==> config.mk <==
export PLATFORM = sky130hd
export DESIGN_NAME = subcode_serial_out
export DESIGN_NICKNAME = d
export VERILOG_FILES = /design/src/rtl/subcode_pkg.sv /design/src/rtl/subcode_rclk_sync.sv /design/src/rtl/subcode_hold_buf.sv /design/src/rtl/subcode_shift_fsm.sv /design/src/rtl/subcode_serial_out.sv
export SDC_FILE = /design/constraint.sdc
export NUM_CORES = 1
export LEC_CHECK = 0
export ABC_AREA = 1
export BUFFER_PORTS_ARGS = -buffer_cell sky130_fd_sc_hd__buf_2
export CORE_ASPECT_RATIO = 0.8
export CORE_MARGIN = 2
export CORE_UTILIZATION = 37
export CTS_CLUSTER_DIAMETER = 60
export DETAILED_ROUTE_END_ITERATION = 16
export PLACE_DENSITY = 0.65
export SLEW_MARGIN = 30
export SYNTH_ARGS = -nofsm -noshare
export SYNTH_HDL_FRONTEND = slang
export SYNTH_SLANG_ARGS = --single-unit
export TNS_END_PERCENT = 30
==> constraint.sdc <==
create_clock -name clk -period 2.8 [get_ports clk]
set_clock_uncertainty 0.2 [all_clocks]
set_input_delay 0.14 -clock clk [delete_from_list [all_inputs] [get_ports clk]]
set_output_delay 0.14 -clock clk [all_outputs]
set_load 0.005 [all_outputs]
==> src/rtl/subcode_pkg.sv <==
`timescale 1ns/1ps
package subcode_pkg;

    // Shifter control states
    typedef enum logic [1:0] {
        ST_IDLE    = 2'd0,
        ST_SHIFT   = 2'd1,
        ST_DRAINED = 2'd2
    } shift_state_t;

endpackage

==> src/rtl/subcode_rclk_sync.sv <==
`timescale 1ns/1ps
// Brings the host read clock into the system domain and flags its rising edge.
module subcode_rclk_sync #(
    parameter int STAGES = 2
) (
    input  logic clk,
    input  logic rst_n,
    input  logic rd_clk,
    output logic rise
);
    localparam int PIPE_W = STAGES + 1;

    logic [PIPE_W-1:0] pipe;

    generate
        if (STAGES < 2) begin : g_bad_depth
            initial $error("subcode_rclk_sync: STAGES must be at least 2");
        end
    endgenerate

    always_ff @(posedge clk or negedge rst_n) begin
        if (!rst_n) begin
            pipe <= '0;
        end else begin
            pipe <= {pipe[PIPE_W-2:0], rd_clk};
        end
    end

    assign rise = pipe[STAGES-1] & ~pipe[STAGES];
endmodule

==> src/rtl/subcode_hold_buf.sv <==
`timescale 1ns/1ps
// Second stage of the double buffer: keeps a symbol that arrived mid-read.
module subcode_hold_buf #(
    parameter int SYM_W = 8
) (
    input  logic             clk,
    input  logic             rst_n,
    input  logic             wr,
    input  logic [SYM_W-1:0] wr_data,
    input  logic             wr_sync,
    input  logic             clr,
    output logic [SYM_W-1:0] hold_data,
    output logic             hold_sync,
    output logic             pend
);
    always_ff @(posedge clk or negedge rst_n) begin
        if (!rst_n) begin
            hold_data <= '0;
            hold_sync <= 1'b0;
            pend      <= 1'b0;
        end else if (wr) begin
            hold_data <= wr_data;
            hold_sync <= wr_sync;
            pend      <= 1'b1;
        end else if (clr) begin
            pend      <= 1'b0;
        end
    end
endmodule

==> src/rtl/subcode_shift_fsm.sv <==
`timescale 1ns/1ps
// Shifter control: decides load source, shifts on read edges, drives outputs.
module subcode_shift_fsm
    import subcode_pkg::*;
#(
    parameter int SYM_W = 8
) (
    input  logic             clk,
    input  logic             rst_n,
    input  logic             strobe,
    input  logic [SYM_W-1:0] sym_data,
    input  logic             sym_sync,
    input  logic             rise,
    input  logic             pend,
    input  logic [SYM_W-1:0] hold_data,
    input  logic             hold_sync,
    output logic             buf_wr,
    output logic             buf_clr,
    output logic             pw_data,
    output logic             frame_sync,
    output logic             block_sync,
    output logic             overrun,
    output shift_state_t     state
);
    localparam int CNT_W = (SYM_W > 1) ? $clog2(SYM_W) : 1;
    localparam logic [CNT_W-1:0] LAST = CNT_W'(SYM_W - 1);

    shift_state_t     state_nx;
    logic [SYM_W-1:0] shreg;
    logic [CNT_W-1:0] cnt;
    logic             done_now;
    logic             busy;
    logic             load_new;
    logic             load_hold;

    // Read bookkeeping for this cycle
    always_comb begin
        done_now  = (state == ST_SHIFT) && rise && (cnt == LAST);
        busy      = (state == ST_SHIFT) && !done_now;
        load_new  = strobe && !busy;
        load_hold = !strobe && done_now && pend;
        buf_wr    = strobe && busy;
        buf_clr   = load_new || load_hold;
    end

    // Next-state logic
    always_comb begin
        state_nx = state;
        unique case (state)
            ST_IDLE: begin
                if (load_new) state_nx = ST_SHIFT;
            end
            ST_SHIFT: begin
                if (done_now && !(load_new || load_hold)) state_nx = ST_DRAINED;
            end
            ST_DRAINED: begin
                if (load_new) state_nx = ST_SHIFT;
            end
            default: state_nx = ST_IDLE;
        endcase
    end

    // State register
    always_ff @(posedge clk or negedge rst_n) begin
        if (!rst_n) state <= ST_IDLE;
        else        state <= state_nx;
    end

    // Datapath and outputs
    always_ff @(posedge clk or negedge rst_n) begin
        if (!rst_n) begin
            shreg      <= '0;
            cnt        <= '0;
            frame_sync <= 1'b0;
            block_sync <= 1'b0;
            overrun    <= 1'b0;
        end else begin
            frame_sync <= load_new || load_hold;
            overrun    <= buf_wr;
            if (load_new) begin
                shreg      <= sym_data;
                cnt        <= '0;
                block_sync <= sym_sync;
            end else if (load_hold) begin
                shreg      <= hold_data;
                cnt        <= '0;
                block_sync <= hold_sync;
            end else if ((state == ST_SHIFT) && rise) begin
                shreg <= {shreg[SYM_W-2:0], 1'b0};
                cnt   <= cnt + 1'b1;
            end
        end
    end

    assign pw_data = shreg[SYM_W-1];
endmodule

==> src/rtl/subcode_serial_out.sv <==
`timescale 1ns/1ps
// Subcode channel serial output: double-buffered symbol, host-clocked shift-out.
module subcode_serial_out
    import subcode_pkg::*;
#(
    parameter int SYM_W       = 8,
    parameter int SYNC_STAGES = 2
) (
    input  logic             clk,
    input  logic             rst_n,
    input  logic             sym_valid,
    input  logic [SYM_W-1:0] sym_data,
    input  logic             sym_is_s0,
    input  logic             sym_is_s1,
    input  logic             rd_clk,
    output logic             frame_sync,
    output logic             block_sync,
    output logic             pw_data,
    output logic             overrun
);
    logic             rd_rise;
    logic             sym_sync;
    logic             buf_wr;
    logic             buf_clr;
    logic [SYM_W-1:0] hold_data;
    logic             hold_sync;
    logic             pend;
    shift_state_t     fsm_state;

    assign sym_sync = sym_is_s0 | sym_is_s1;

    subcode_rclk_sync #(.STAGES(SYNC_STAGES)) i_rsync (
        .clk    (clk),
        .rst_n  (rst_n),
        .rd_clk (rd_clk),
        .rise   (rd_rise)
    );

    subcode_hold_buf #(.SYM_W(SYM_W)) i_hold (
        .clk       (clk),
        .rst_n     (rst_n),
        .wr        (buf_wr),
        .wr_data   (sym_data),
        .wr_sync   (sym_sync),
        .clr       (buf_clr),
        .hold_data (hold_data),
        .hold_sync (hold_sync),
        .pend      (pend)
    );

    subcode_shift_fsm #(.SYM_W(SYM_W)) i_fsm (
        .clk        (clk),
        .rst_n      (rst_n),
        .strobe     (sym_valid),
        .sym_data   (sym_data),
        .sym_sync   (sym_sync),
        .rise       (rd_rise),
        .pend       (pend),
        .hold_data  (hold_data),
        .hold_sync  (hold_sync),
        .buf_wr     (buf_wr),
        .buf_clr    (buf_clr),
        .pw_data    (pw_data),
        .frame_sync (frame_sync),
        .block_sync (block_sync),
        .overrun    (overrun),
        .state      (fsm_state)
    );
endmodule

==> flow_metrics.py <==
metrics = {
    "run_status": {
        "run_status": "finished clean",
    },
    "timing": {
        "holdWs_ns": 0.04000,
        "drv_slew": 0,
        "max_freq_mhz": 501.6,
        "timing.final.hold_violations": 0,
        "layout_min_cycle_time_ns": 1.994,
        "rsz0062_at_grt": "false",
        "period_utilization_pct": 71.20,
        "setup-violations-final": 0,
        "worstMarginPinSlew_ns": 0.6362,
        "setup_total_negative_slack_ns": 0,
        "relSlewSlack_pct": 57.58,
    },
    "power": {
        "clkPwrFrac_pct": 24.5,
        "p_int_uw": 988.4,
        "share_comb_of_total_power_pct": 35.0,
        "power_density_mw_per_mm2": 859.0,
        "peakVddDrop_mv": 0.4490,
        "netSwitchingFraction_pct": 36.41,
        "cellLeakagePower_uw": 0.0008935,
        "switchingPower_uw": 565.9,
        "p_seq_share_pct": 40.5,
    },
    "setup_path": {
        "r2r_end": "i_fsm.cnt[0]",
        "crit_path_end_kind": "flop",
        "worst-r2r-cell-count": 7,
        "critPathArrivalTime_ns": 1.96,
        "setup.worst_path.end": "i_fsm.cnt[0]",
        "critPathRequiredTime_ns": 2.76,
        "start_point_of_the_critical_path": "i_fsm.cnt[0]",
        "start_kind": "flop",
        "timing.critical_path.fanout_max": 14,
        "r2r_start": "i_fsm.cnt[0]",
        "rrSetupSlack_ns": 0.81,
        "timing.setup.critical_path_class": "reg2reg",
    },
    "final_layout": {
        "layout_area_overhead_pct": 22.34,
        "most_frequent_cells_in_the_layout": "sky130_fd_sc_hd__nand3_1 (30), sky130_fd_sc_hd__dfrtp_1 (29), sky130_fd_sc_hd__nand2_1 (24)",
        "nFillCells": 373,
        "antennaDiodeCount": 0,
        "final-instance-count-excl-fill": 245,
        "final_util_pct": 47.25,
        "fraction_of_layout_instances_using_a_drive_strength_above_1_pct": 27.89,
        "final_common_cell": "sky130_fd_sc_hd__nand3_1",
        "layout.nets": 205,
    },
    "global_route": {
        "gr-usage-all-layers_pct": 16.13,
        "grt_start_max_net_pins": 30,
        "grt_pass1_vias": 1123,
        "antenna_found_initial": 0,
        "wire_length_of_the_first_global_routing_pass_um": 5354,
        "grt.overflow.total": 0,
    },
    "route": {
        "num_vias": 1158,
        "drt_first_pass_iters": 4,
        "totalWireLength_um": 3109,
        "drc_errors": 0,
        "final_antenna_net_count": 0,
        "viasPerCell": 4.727,
        "post_drt_wl_per_cell_um": 12.69,
        "detailedRoute.firstIterationViolations": 64,
    },
    "clock_network": {
        "ctsLongestPathBuffers": 2,
        "numCtsBuffers": 5,
        "clk_pin_slew_worst_paths_ns": 0.06,
        "htree_num_levels": 2,
        "cts_setup_buffers": 0,
        "cts.repair.resized": 0,
        "cts_tree": "built",
        "worst_skew_pair.late_latency_ns": 0.28,
        "tritoncts_num_sinks": 29,
        "cts_root_buffer_type": "sky130_fd_sc_hd__clkbuf_8",
    },
    "floorplanning": {
        "die-height_um": 60.55,
        "dieWidth_um": 74.69,
        "initial_utilization_pct": 38.63,
        "placement_rows": 20,
        "pin_count": 18,
        "total_die_area_mm2": 0.004522,
        "placeableCoreArea_mm2": 0.003829,
    },
    "synth": {
        "ys_dominant_reg_cell": "sky130_fd_sc_hd__dfrtp_1",
        "synth_enable_flop_cells": 0,
        "syn_inst": 159,
        "ys_seq_area_share_pct": 49.07,
        "synthesis.nets": 175,
        "ys_seq_elements": 29,
        "avgSynthCellArea_um2": 9.301,
        "synth.distinct_cells": 23,
        "asyncSetResetFlopFracSynth_pct": 100.0,
        "yosysWarnings": 0,
        "synth.cell_area_mm2": 0.001479,
    },
    "place": {
        "hpwlAfterDp_um": 2080,
        "place.port_buffers": 17,
        "globalplace.congestion": 0.8401,
        "post-place-cells": 225,
    },
    "job": {
        "max_cap_violations": 0,
    },
    "min_path": {
        "min-delay-path-class": "in2reg",
        "whs_path_depth": 4,
    },
}
[through the flow]
step	setup WS (ns)	cell area [µm²]	power, µW
after floorplan	1.051	1479	1058
after CTS	0.8113	1809	1568
after global routing	0.6533	1809	1681
final	0.8064	1809	1554
after global placement	0.8485	1588	1157
after detailed placement	0.8285	1588	1171
[critical path: stages, from the launching register on]
cell                      delay (ns)
sky130_fd_sc_hd__dfrtp_1        0.36
sky130_fd_sc_hd__ha_1           0.16
sky130_fd_sc_hd__ha_1           0.18
sky130_fd_sc_hd__inv_2          0.06
sky130_fd_sc_hd__o21ai_4        0.39
sky130_fd_sc_hd__nand2_4        0.24
sky130_fd_sc_hd__nand2_2        0.17
sky130_fd_sc_hd__o21ai_0        0.10
[flip-flops by register name (all words and copies together), names as in the netlist]
signal	count
i_hold.hold_data	8
i_fsm.overrun	1
i_hold.pend	1
i_fsm.shreg	8
i_rsync.pipe	3
i_fsm.state	2
i_hold.hold_sync	1
i_fsm.block_sync	1
i_fsm.frame_sync	1
i_fsm.cnt	3
[cell usage after synthesis, types with 2 or more instances]
| master | instances | share of area (%) |
|---|---|---|
| sky130_fd_sc_hd__buf_6 | 3 | 2.3 |
| sky130_fd_sc_hd__o21ai_0 | 3 | 1.0 |
| sky130_fd_sc_hd__ha_1 | 2 | 1.7 |
| sky130_fd_sc_hd__nor2_4 | 3 | 2.3 |
| sky130_fd_sc_hd__inv_2 | 2 | 0.51 |
| sky130_fd_sc_hd__nand3_1 | 30 | 10 |
| sky130_fd_sc_hd__nand4_1 | 8 | 3.4 |
| sky130_fd_sc_hd__o21ai_1 | 2 | 0.68 |
| sky130_fd_sc_hd__nand3_2 | 8 | 5.4 |
| sky130_fd_sc_hd__buf_2 | 3 | 1.0 |
| sky130_fd_sc_hd__inv_1 | 23 | 5.8 |
| sky130_fd_sc_hd__o211ai_1 | 3 | 1.5 |
| sky130_fd_sc_hd__o21ai_2 | 8 | 4.7 |
| sky130_fd_sc_hd__nand2_1 | 24 | 6.1 |
| sky130_fd_sc_hd__dfrtp_1 | 29 | 49 |
[what timing repair did]
| action | in CTS | in global routing |
|---|---|---|
| hold endpoints to repair | 47 | 0 |
| hold buffers | 12 | 0 |
| setup endpoints to repair | 0 | 0 |
[metal layers]
layer | global-route usage [%] | wire (µm) | share of wire [%]
met5 | 0 | 0 | 0
met1 | 22.54 | 1583 | 51
met4 | 6.378 | 39 | 1.3
met3 | 4.983 | 133 | 4.3
met2 | 23.64 | 1353 | 44
[area by class of cell]
class                   instances  area [µm²]  share of cell area, %
flip-flops and latches         29       725.7                  40.11
multi-input cells              97       599.3                  33.13
repair buffers                 31       220.2                  12.17
clock buffers                   7       96.34                  5.325
inverters                      25       93.84                  5.187
well taps                      55       68.82                  3.804
clock inverters                 1       5.005                 0.2766
[worst min-delay path by stage]
stage                         start               end  slack [ns]
final                     sym_is_s1  i_fsm.block_sync        0.04
after global routing      sym_is_s1  i_fsm.block_sync        0.05
after CTS                 sym_is_s1  i_fsm.block_sync        0.04
after detailed placement      rst_n   i_rsync.pipe[0]       0.003
after global placement        rst_n   i_rsync.pipe[0]       0.003
after floorplan               rst_n  i_fsm.block_sync       -0.36
[power by group through the flow]
stage	Sequential [µW]	Clock [µW]	Combinational, µW
6_report	629	380	545
5_1_grt	650	414	616
4_1_cts	628	390	550
3_5_place_dp	634	0	537
3_3_place_gp	632	0	525
2_1_floorplan	626	0	433
[logic make-up (layout without fill, tap and decap cells)]
kind of cell | Yosys count | after routing | share of synthesized area, %
compound gates | 17 | 17 | 9.053
fa+ha+maj | 2 | 2 | 1.692
buf+inv | 33 | 64 | 10.41
flops | 29 | 29 | 49.07
simple gates | 78 | 78 | 29.78
Power figures use the tool's default switching activity.
